===== src/rtl/selftest_pkg.sv =====
package selftest_pkg;

  typedef enum logic [2:0] {
    ST_IDLE       = 3'd0,
    ST_ZERO_TRIG  = 3'd1,
    ST_ZERO_WAIT  = 3'd2,
    ST_PULSE_TRIG = 3'd3,
    ST_PULSE_WAIT = 3'd4,
    ST_DONE       = 3'd5
  } st_state_e;

  typedef struct packed {
    logic zero;
    logic pulse;
    logic tmo;
  } st_trips_t;

endpackage


===== src/rtl/st_magnitude.sv =====
module st_magnitude #(
  parameter int W = 16
) (
  input  logic signed [W-1:0] val,
  output logic        [W-1:0] mag
);
  localparam logic [W-1:0] MAX_POS = {1'b0, {(W-1){1'b1}}};
  localparam logic [W-1:0] MIN_NEG = {1'b1, {(W-1){1'b0}}};

  always_comb begin
    if (val == MIN_NEG)
      mag = MAX_POS;
    else if (val[W-1])
      mag = W'(-val);
    else
      mag = val;
  end
endmodule


===== src/rtl/st_limit_check.sv =====
module st_limit_check #(
  parameter int W  = 16,
  parameter int LO = 0,
  parameter int HI = 16
) (
  input  logic [W-1:0] mag,
  output logic         fail
);
  localparam logic [W-1:0] HI_V = W'(HI);

  generate
    if (LO == 0) begin : g_ceiling
      assign fail = (mag > HI_V);
    end else begin : g_window
      localparam logic [W-1:0] LO_V = W'(LO);
      assign fail = (mag < LO_V) || (mag > HI_V);
    end
  endgenerate
endmodule


===== src/rtl/st_seq_fsm.sv =====
module st_seq_fsm
  import selftest_pkg::*;
#(
  parameter int TMO_CYC = 150
) (
  input  logic clk,
  input  logic rst,
  input  logic start,
  input  logic vld,
  output logic zero_trig,
  output logic pulse_trig,
  output logic zero_take,
  output logic pulse_take,
  output logic tmo_hit,
  output logic busy
);
  localparam int CW = $clog2(TMO_CYC + 1);
  localparam logic [CW-1:0] CNT_LAST = CW'(TMO_CYC - 1);

  st_state_e state, state_n;
  logic [CW-1:0] cnt;
  logic waiting;

  assign waiting    = (state == ST_ZERO_WAIT) || (state == ST_PULSE_WAIT);
  assign zero_trig  = (state == ST_ZERO_TRIG);
  assign pulse_trig = (state == ST_PULSE_TRIG);
  assign busy       = (state != ST_IDLE);
  assign zero_take  = (state == ST_ZERO_WAIT)  && vld;
  assign pulse_take = (state == ST_PULSE_WAIT) && vld;
  assign tmo_hit    = waiting && !vld && (cnt == CNT_LAST);

  always_comb begin
    state_n = state;
    unique case (state)
      ST_IDLE:       if (start) state_n = ST_ZERO_TRIG;
      ST_ZERO_TRIG:  state_n = ST_ZERO_WAIT;
      ST_ZERO_WAIT:  if (vld) state_n = ST_PULSE_TRIG;
                     else if (tmo_hit) state_n = ST_DONE;
      ST_PULSE_TRIG: state_n = ST_PULSE_WAIT;
      ST_PULSE_WAIT: if (vld || tmo_hit) state_n = ST_DONE;
      ST_DONE:       state_n = ST_IDLE;
      default:       state_n = ST_IDLE;
    endcase
  end

  always_ff @(posedge clk) begin
    if (rst) begin
      state <= ST_IDLE;
      cnt   <= '0;
    end else begin
      state <= state_n;
      if (waiting && cnt != CNT_LAST) cnt <= cnt + 1'b1;
      else if (!waiting)              cnt <= '0;
    end
  end

  // each zero request lasts a single cycle
  a_r2_zero_trig_single: assert property (@(posedge clk) disable iff (rst)
    zero_trig |=> !zero_trig);

  // accepting the zero sample leads straight to the pulse request
  a_r4_pulse_follows_zero: assert property (@(posedge clk) disable iff (rst)
    zero_take |=> pulse_trig);

  // a zero-sample timeout never requests the test pulse
  a_r7_tmo_skips_pulse: assert property (@(posedge clk) disable iff (rst)
    (tmo_hit && state == ST_ZERO_WAIT) |=> (!pulse_trig && state == ST_DONE));
endmodule


===== src/rtl/integ_selftest.sv =====
module integ_selftest
  import selftest_pkg::*;
#(
  parameter int DATA_W   = 16,
  parameter int ZERO_LIM = 16,
  parameter int WIN_LO   = 28000,
  parameter int WIN_HI   = 32000,
  parameter int TMO_CYC  = 150
) (
  input  logic              clk,
  input  logic              rst,
  input  logic              event_done,
  input  logic [DATA_W-1:0] data_in,
  input  logic              data_vld,
  input  logic              cal_busy,
  output logic              zero_trig,
  output logic              pulse_trig,
  output logic [DATA_W-1:0] zero_val,
  output logic [DATA_W-1:0] test_val,
  output logic              trip_zero,
  output logic              trip_pulse,
  output logic              trip_tmo,
  output logic              st_busy,
  output logic              permit
);
  logic [DATA_W-1:0] mag;
  logic zero_fail, win_fail;
  logic zero_take, pulse_take, tmo_hit;
  st_trips_t trips;

  st_magnitude #(.W(DATA_W)) u_mag (
    .val (data_in),
    .mag (mag)
  );

  st_limit_check #(.W(DATA_W), .LO(0), .HI(ZERO_LIM)) u_zero_chk (
    .mag  (mag),
    .fail (zero_fail)
  );

  st_limit_check #(.W(DATA_W), .LO(WIN_LO), .HI(WIN_HI)) u_win_chk (
    .mag  (mag),
    .fail (win_fail)
  );

  st_seq_fsm #(.TMO_CYC(TMO_CYC)) u_fsm (
    .clk        (clk),
    .rst        (rst),
    .start      (event_done),
    .vld        (data_vld),
    .zero_trig  (zero_trig),
    .pulse_trig (pulse_trig),
    .zero_take  (zero_take),
    .pulse_take (pulse_take),
    .tmo_hit    (tmo_hit),
    .busy       (st_busy)
  );

  always_ff @(posedge clk) begin
    if (rst) begin
      zero_val <= '0;
      test_val <= '0;
      trips    <= '0;
      permit   <= 1'b0;
    end else begin
      if (zero_take) begin
        zero_val <= data_in;
        if (zero_fail) trips.zero <= 1'b1;
      end
      if (pulse_take) begin
        test_val <= data_in;
        if (win_fail) trips.pulse <= 1'b1;
      end
      if (tmo_hit) trips.tmo <= 1'b1;
      permit <= (trips == '0) && !cal_busy;
    end
  end

  assign trip_zero  = trips.zero;
  assign trip_pulse = trips.pulse;
  assign trip_tmo   = trips.tmo;

  // reset clears permit and trips
  a_r1_reset_clear: assert property (@(posedge clk)
    rst |=> (!permit && !trip_zero && !trip_pulse && !trip_tmo));

  // trips are sticky
  a_r8_trip_sticky: assert property (@(posedge clk) disable iff (rst)
    (trip_zero || trip_pulse || trip_tmo) |=>
      ($past(trip_zero) <= trip_zero && $past(trip_pulse) <= trip_pulse
       && $past(trip_tmo) <= trip_tmo));

  // any trip removes the permit
  a_r8_trip_kills_permit: assert property (@(posedge clk) disable iff (rst)
    (trip_zero || trip_pulse || trip_tmo) |=> !permit);

  // calibration in progress removes the permit
  a_r9_cal_kills_permit: assert property (@(posedge clk) disable iff (rst)
    cal_busy |=> !permit);

  // sample registers move only on an accepted sample
  a_r6_zero_hold: assert property (@(posedge clk) disable iff (rst)
    !zero_take |=> $stable(zero_val));
endmodule


===== config.mk =====
export PLATFORM = sky130hd
export DESIGN_NAME = integ_selftest
export DESIGN_NICKNAME = d
export VERILOG_FILES = /design/src/rtl/selftest_pkg.sv /design/src/rtl/st_magnitude.sv /design/src/rtl/st_limit_check.sv /design/src/rtl/st_seq_fsm.sv /design/src/rtl/integ_selftest.sv
export SDC_FILE = /design/constraint.sdc
export NUM_CORES = 1
export LEC_CHECK = 0
export ABC_CLOCK_PERIOD_IN_PS = 2820
export BUFFER_PORTS_ARGS = -buffer_cell sky130_fd_sc_hd__buf_2
export CAP_MARGIN = 15
export CORE_MARGIN = 2
export CORE_UTILIZATION = 45
export CTS_CLUSTER_SIZE = 28
export DETAILED_ROUTE_END_ITERATION = 7
export PLACE_DENSITY = 0.69
export SLEW_MARGIN = 20
export SYNTH_ARGS = -nofsm -noshare
export SYNTH_HDL_FRONTEND = slang
export SYNTH_SLANG_ARGS = --single-unit

===== constraint.sdc =====
create_clock -name clk -period 2.82 [get_ports clk]
set_input_delay 0.423 -clock clk [delete_from_list [all_inputs] [get_ports clk]]
set_output_delay 0.423 -clock clk [all_outputs]
set_load 0.005 [all_outputs]

======== Yosys cells after proc, flatten, opt, wreduce, memory -nomap -nowiden ========
Index checks and enable logic that the tools add are counted.
cells by class
  reduce and logical (&&, ||, !) cells .... 17
  order comparisons ....................... 3
  add/sub/neg operators ................... 2
  shift-type cells ........................ 0
  div/mod/pow operators ................... 0
  mux-type cells .......................... 9
  multiply operators ...................... 0
  bitwise logic cells ..................... 0
  equal/unequal tests ..................... 11
operators with widths
  operator                                                                            count
  16-bit 2-to-1 mux                                                                   2
  16-bit == test (second input constant)                                              1
  16-bit by 15-bit greater-than comparator with 1-bit output (second input constant)  1
  16-bit by 5-bit greater-than comparator with 1-bit output (second input constant)   1
  16-bit by 15-bit < comparator with 1-bit output (second input constant)             1
  8-bit 2-to-1 mux                                                                    2
  16-bit negator                                                                      1
  3-bit one-hot mux with 5 select lines                                               1
  3-bit 2-to-1 mux                                                                    4
  8-bit by 1-bit adder with 8-bit output (second input constant)                      1
  8-bit == test (second input constant)                                               1
  8-bit inequality test (second input constant)                                       1
  3-bit by 2-bit == test with 1-bit output (second input constant)                    2
  1-bit logical AND                                                                   6
  3-bit logical NOT                                                                   2
  2-bit inequality test (second input constant)                                       3
  2-bit AND reduction                                                                 2
  3-bit by 1-bit == test with 1-bit output (second input constant)                    1
  3-bit == test (second input constant)                                               1
  1-bit logical OR                                                                    3
  3-bit by 2-bit inequality test with 1-bit output (second input constant)            1
  3-bit AND reduction                                                                 1
  3-bit nonzero test                                                                  1
  1-bit logical NOT                                                                   2
word-level totals
  register bits ........................... 47
  memory bits (writable) .................. 0
  word-level logic and storage cells ...... 50
  bits of input ports ..................... 21
  bits in latches ......................... 0
  ROM bits ................................ 0
  memories kept ........................... 0

======== Logic depth before layout (Yosys ltp) ========
  word-level depth ........................ 7
  depth in mapped cells ................... 10

======== Cells and area by module ========
A second synthesis with hierarchy kept.
second synthesis, totals
  cell total of the unflattened synthesis .. 266
  area total of the unflattened synthesis .. 2414.8 um2
by module, submodules not included
  module                       instances  cells each  area an instance (um2)
  integ_selftest               1          116         1257.5
  st_seq_fsm                   1          66          595.6
  st_magnitude                 1          65          431.7
  st_limit_check (u_win_chk)   1          14          90.1
  st_limit_check (u_zero_chk)  1          5           40.0

======== Least setup slack after synthesis ========
No wires, ideal clock.
  path kind ............................... in2reg
  from .................................... input data_in[1]
  to ...................................... register trips (netlist bit trip_pulse)
  stages .................................. 10
  buffers on the path ..................... 1
  data arrival time ....................... 2.286 ns
  slack ................................... 0.400 ns
  cells stage by stage .................... buf_6 -> inv_1 -> ha_1 -> or4b_4 -> xnor2_1 -> or4_1 -> nand4_1 -> a211oi_1 -> nor4_1 -> a311oi_1
between the ends
  cells in the longest elaborated chain, start to end .. 6
  elaborated cells on any way between the ends .. 8
ends and longest elaborated chain
  item                                                                                                                                  RTL line              source
  start: declaration                                                                                                                    integ_selftest.sv:13  input logic [DATA_W-1:0] data_in,
  16-bit negator                                                                                                                        st_magnitude.sv:14    mag = W'(-val);
  16-bit 2-to-1 mux                                                                                                                     st_magnitude.sv:13    else if (val[W-1])
  16-bit 2-to-1 mux (*)                                                                                                                 st_magnitude.sv:11    if (val == MIN_NEG)
  16-bit by 15-bit < comparator with 1-bit output / 16-bit by 15-bit greater-than comparator with 1-bit output (equally long branches)  st_limit_check.sv:16  assign fail = (mag < LO_V) || (mag > HI_V);
  1-bit logical OR (*)                                                                                                                  st_limit_check.sv:16
  2-bit AND reduction (no line) (*)                                                                                                     --
  end: declaration                                                                                                                      integ_selftest.sv:29  st_trips_t trips;
Mark *: on every way between the ends. The rest lies on a longest branch, timed or not.
A chain may end at the register's enable or synchronous reset.

======== Final worst setup path ========
  from .................................... input data_in[0]
  to ...................................... register trips (netlist bit trip_pulse)
Same word-level chain as after synthesis.

==> summary by stage <==
Status
The run finished with clean final reports.

STA
The fmax is 434 MHz. Between clock sinks in the finished design, the worst skew comes to 0.00648 ns. The worst hold slack across all endpoints is 0.361 ns. The total count of max-transition violations in the final report was 0.

After routing, the total negative slack on setup checks comes to 0 ns. At the pin with the least slew margin, the transition time is 0.730 ns. The worst path needs 2.30 ns of the cycle, external delays included. Setup repair after global routing left no endpoint under its margin. Setup violations remaining at the end of the flow were counted as 0. The hold violation total from the final report is 0. The worst pin sits at a relative slew slack of 51.3%. The final worst-path cycle share is 81.6%.

Placed design
The number of I/O port buffers is 59. Summed over all nets, the half-perimeter wirelength after detailed placement is 4.14 mm. At the end of routability-driven placement, the weighted congestion stood at 0.903.

Synth
The number of storage elements in the synthesis netlist is 47. The cell taking the most area after synthesis is sky130_fd_sc_hd__dfxtp_1. The most used flip-flop cell after synthesis is sky130_fd_sc_hd__dfxtp_1.

The cell area that synthesis handed to floorplanning was 0.00242 mm2. The synthesized instance count is 318. Of the synthesized area, sequential elements account for 38.9%. The number of flops mapped to enable cells by yosys is 0. Of the post-synthesis cell area, the dominant cell type holds 38.9%.

The share of flip-flops with an asynchronous set or reset after synthesis is 0%. When the netlist entered floorplanning its net count stood at 342. The Yosys step of the flow raised 0 warnings. The synthesized area per cell is 7.61 um2. Counting distinct cell types in the post-synthesis netlist gives 50. By area the synthesized netlist is led by sky130_fd_sc_hd__dfxtp_1 39%, sky130_fd_sc_hd__nand2_1 11%, sky130_fd_sc_hd__a21oi_1 7.6%, sky130_fd_sc_hd__nor2_1 4.0%, sky130_fd_sc_hd__xor2_1 2.5%.

Critical path
The kind of cell with the highest combined delay on the critical path is simple AND/OR/NAND/NOR gates. The slowest stage of the critical path belongs to the cell sky130_fd_sc_hd__or4b_4. The largest fanout on the critical path is 7.

The type of element capturing the critical path is a flop. The critical setup path kind is in -> reg. The critical path contains buffers and inverters numbering 2 combined. The arrival time of the worst setup path is 2.45 ns. The critical path crosses 10 cells after its start point. Traced cell by cell, the critical path runs through buf_2 > inv_1 > ha_1 > or4b_4 > xnor2_1 > or4_1 > nand4_1 > a211oi_1 > nor4_1 > a311oi_1.

The depth of the worst register-to-register path is 8. The largest single stage delay on the critical path is 0.51 ns. The startpoint class of the critical path is a primary input. Data on the critical path is required at its endpoint by 2.97 ns.

Die
The die covers 0.00598 mm2. The I/O pin count is 60. The row count is 26. The area of the core is 0.00514 mm2. The initial standard-cell utilization of the core is 47.1%. The die span in x is 77.4 um. From bottom edge to top edge, the die measures 77.4 um.

Clock network
In this run the deepest clock path goes through 2 buffers. The number of hold buffers added after CTS was 0. Clock-pin slew was measured on the worst setup and hold paths at 0.08 ns. The root buffer cell chosen for the clock tree is sky130_fd_sc_hd__clkbuf_8. The total CTS buffers is 5.

The worst-skew pair later-pin latency is 0.30 ns. The post-CTS setup-driven buffer insertion count is 0. CTS built an H-tree with a depth of 2. Gates resized during post-CTS repair numbered 0. TritonCTS built the clock tree. The number of clock sinks is 47.

Drt
The number of nets with antenna violations after detailed routing is 0. After detailed routing, the number of vias per cell comes to 5.36. The DRC violation total after the first TritonRoute iteration is 72.

The pre-antenna-repair detailed-routing pass consisted of 4 iterations. The via count is 2338. Summed over all layers, the routed wires come to 5.90 mm. In the final routed layout, each cell accounts on average for 13.5 um. After detailed routing, the number of remaining DRC violations is 0.

Global routing
Entering global routing, the biggest net connects 41 pins. The number of global-route vias before repair is 2116. The number of antenna violations at the first check in global routing came to 0. The first global-routing pass estimated 10.1 mm of wire.

Global routing used 20.4% of the available tracks. The overall overflow remaining after global route is 0.

Min path
Along the worst hold path, the cell count comes to 3. The type of the worst min-delay path is in -> reg.

Power and ir drop
The static leakage power is 1.13 nW. The maximum resistive drop on vdd is 0.286 mV. In this run the power density over the cells is 452 mW/mm2.

Cells and area
The area growth from synthesis to layout is 15.7%. The final-stage net count is 389. Leaving out fill and tap cells, the most frequent cells in the layout are 74 x sky130_fd_sc_hd__nand2_1, 59 x sky130_fd_sc_hd__buf_2, 47 x sky130_fd_sc_hd__dfxtp_1, 37 x sky130_fd_sc_hd__a21oi_1, 26 x sky130_fd_sc_hd__nor2_1. 0 antenna diodes ended up in the layout.

Of the cells placed in the final design, the portion with a size suffix greater than 1 is 21.0%. Cells fill 54.5% of the core in the end. The library cell used most frequently in the layout, excluding fill and tap cells, is sky130_fd_sc_hd__nand2_1.

Run
The count of max-cap constraint violations is 0.
[cell families (layout without fill, tap and decap cells)]
group,Yosys count,after routing,share of synthesized area [%]
AOI/OAI and AO/OA,67,67,16.8
muxes,5,5,2.12
DFF,47,47,38.9
and+or+nand+nor,157,157,31.4
xor gates and xnor gates,11,11,3.98
adders and majority gates,3,3,1.55
buffers and inverters,28,76,5.32
[registers in the layout (all words and copies together) (netlist names)]
name	count
trip_zero	1
trip_tmo	1
permit	1
u_fsm.cnt	8
test_val	16
zero_val	16
u_fsm.state	3
trip_pulse	1
[worst min-delay path, delay by kind of cell]
kind	cells	cell delay [ns]
buffers and inverters	1	0.07
AND/OR/NAND/NOR	2	0.12
[final cells by class]
cell class	instances	area (um2)
clock buffers	7	76.3
clock inverters	1	5.00
fillers	545	2340
inverters	6	22.5
multi-input cells	243	1350
flip-flops and latches	47	941
well taps	70	87.6
repair buffers	62	318
[layer usage]
| layer | track usage (%) | vias to the layer above | wire length [um] |
|---|---|---|---|
| li1 | - | 1187 | - |
| met1 | 28.2 | 1079 | 2840 |
| met2 | 33.0 | 68 | 2650 |
| met3 | 4.53 | 4 | 364 |
| met4 | 4.29 | 0 | 48 |
| met5 | 0 | - | 0 |
[synthesized netlist by cell type (3+ instances only)]
cell type,number
sky130_fd_sc_hd__nand2_1,74
sky130_fd_sc_hd__dfxtp_1,47
sky130_fd_sc_hd__a21oi_1,37
sky130_fd_sc_hd__nor2_1,26
sky130_fd_sc_hd__clkbuf_1,16
sky130_fd_sc_hd__nand3_1,10
sky130_fd_sc_hd__nor3_1,8
sky130_fd_sc_hd__o21ai_0,8
sky130_fd_sc_hd__xor2_1,7
sky130_fd_sc_hd__inv_1,6
sky130_fd_sc_hd__o31ai_1,5
sky130_fd_sc_hd__and3_1,4
sky130_fd_sc_hd__mux2i_1,4
sky130_fd_sc_hd__or3_1,4
sky130_fd_sc_hd__xnor2_1,4
sky130_fd_sc_hd__a211oi_1,3
sky130_fd_sc_hd__a31oi_1,3
sky130_fd_sc_hd__ha_1,3
sky130_fd_sc_hd__nand4_1,3
sky130_fd_sc_hd__nor2b_1,3
sky130_fd_sc_hd__or4_1,3
[worst paths after layout]
path | startpoint | slack [ns] | endpoint
setup / recovery | data_in[0] | 0.52 | trip_pulse
hold / removal | cal_busy | 0.36 | permit
setup reg to reg | u_fsm.cnt[0] | 1.02 | u_fsm.state[1]
hold reg to reg | trip_tmo | 0.44 | permit
[per-stage QoR]
stage               std cells  worst slack [ns]  instance area (um2)  power, W
floorplan                 318             0.400                 2420  0.000827
global placement          428             0.229                 2720  0.000888
detailed placement        428             0.207                 2720  0.000889
CTS                       436             0.528                 2800   0.00128
global route              436             0.339                 2800   0.00132
finish                    436             0.518                 2800   0.00127
[power breakdown]
group / leakage [nW] / internal, W / switching (W)
registers: 0.380 / 0.000680 / 0.0000164
logic: 0.711 / 0.0000715 / 0.000108
clock network: 0.0422 / 0.000174 / 0.000218
Note: power is estimated with default switching activity, not from simulation.
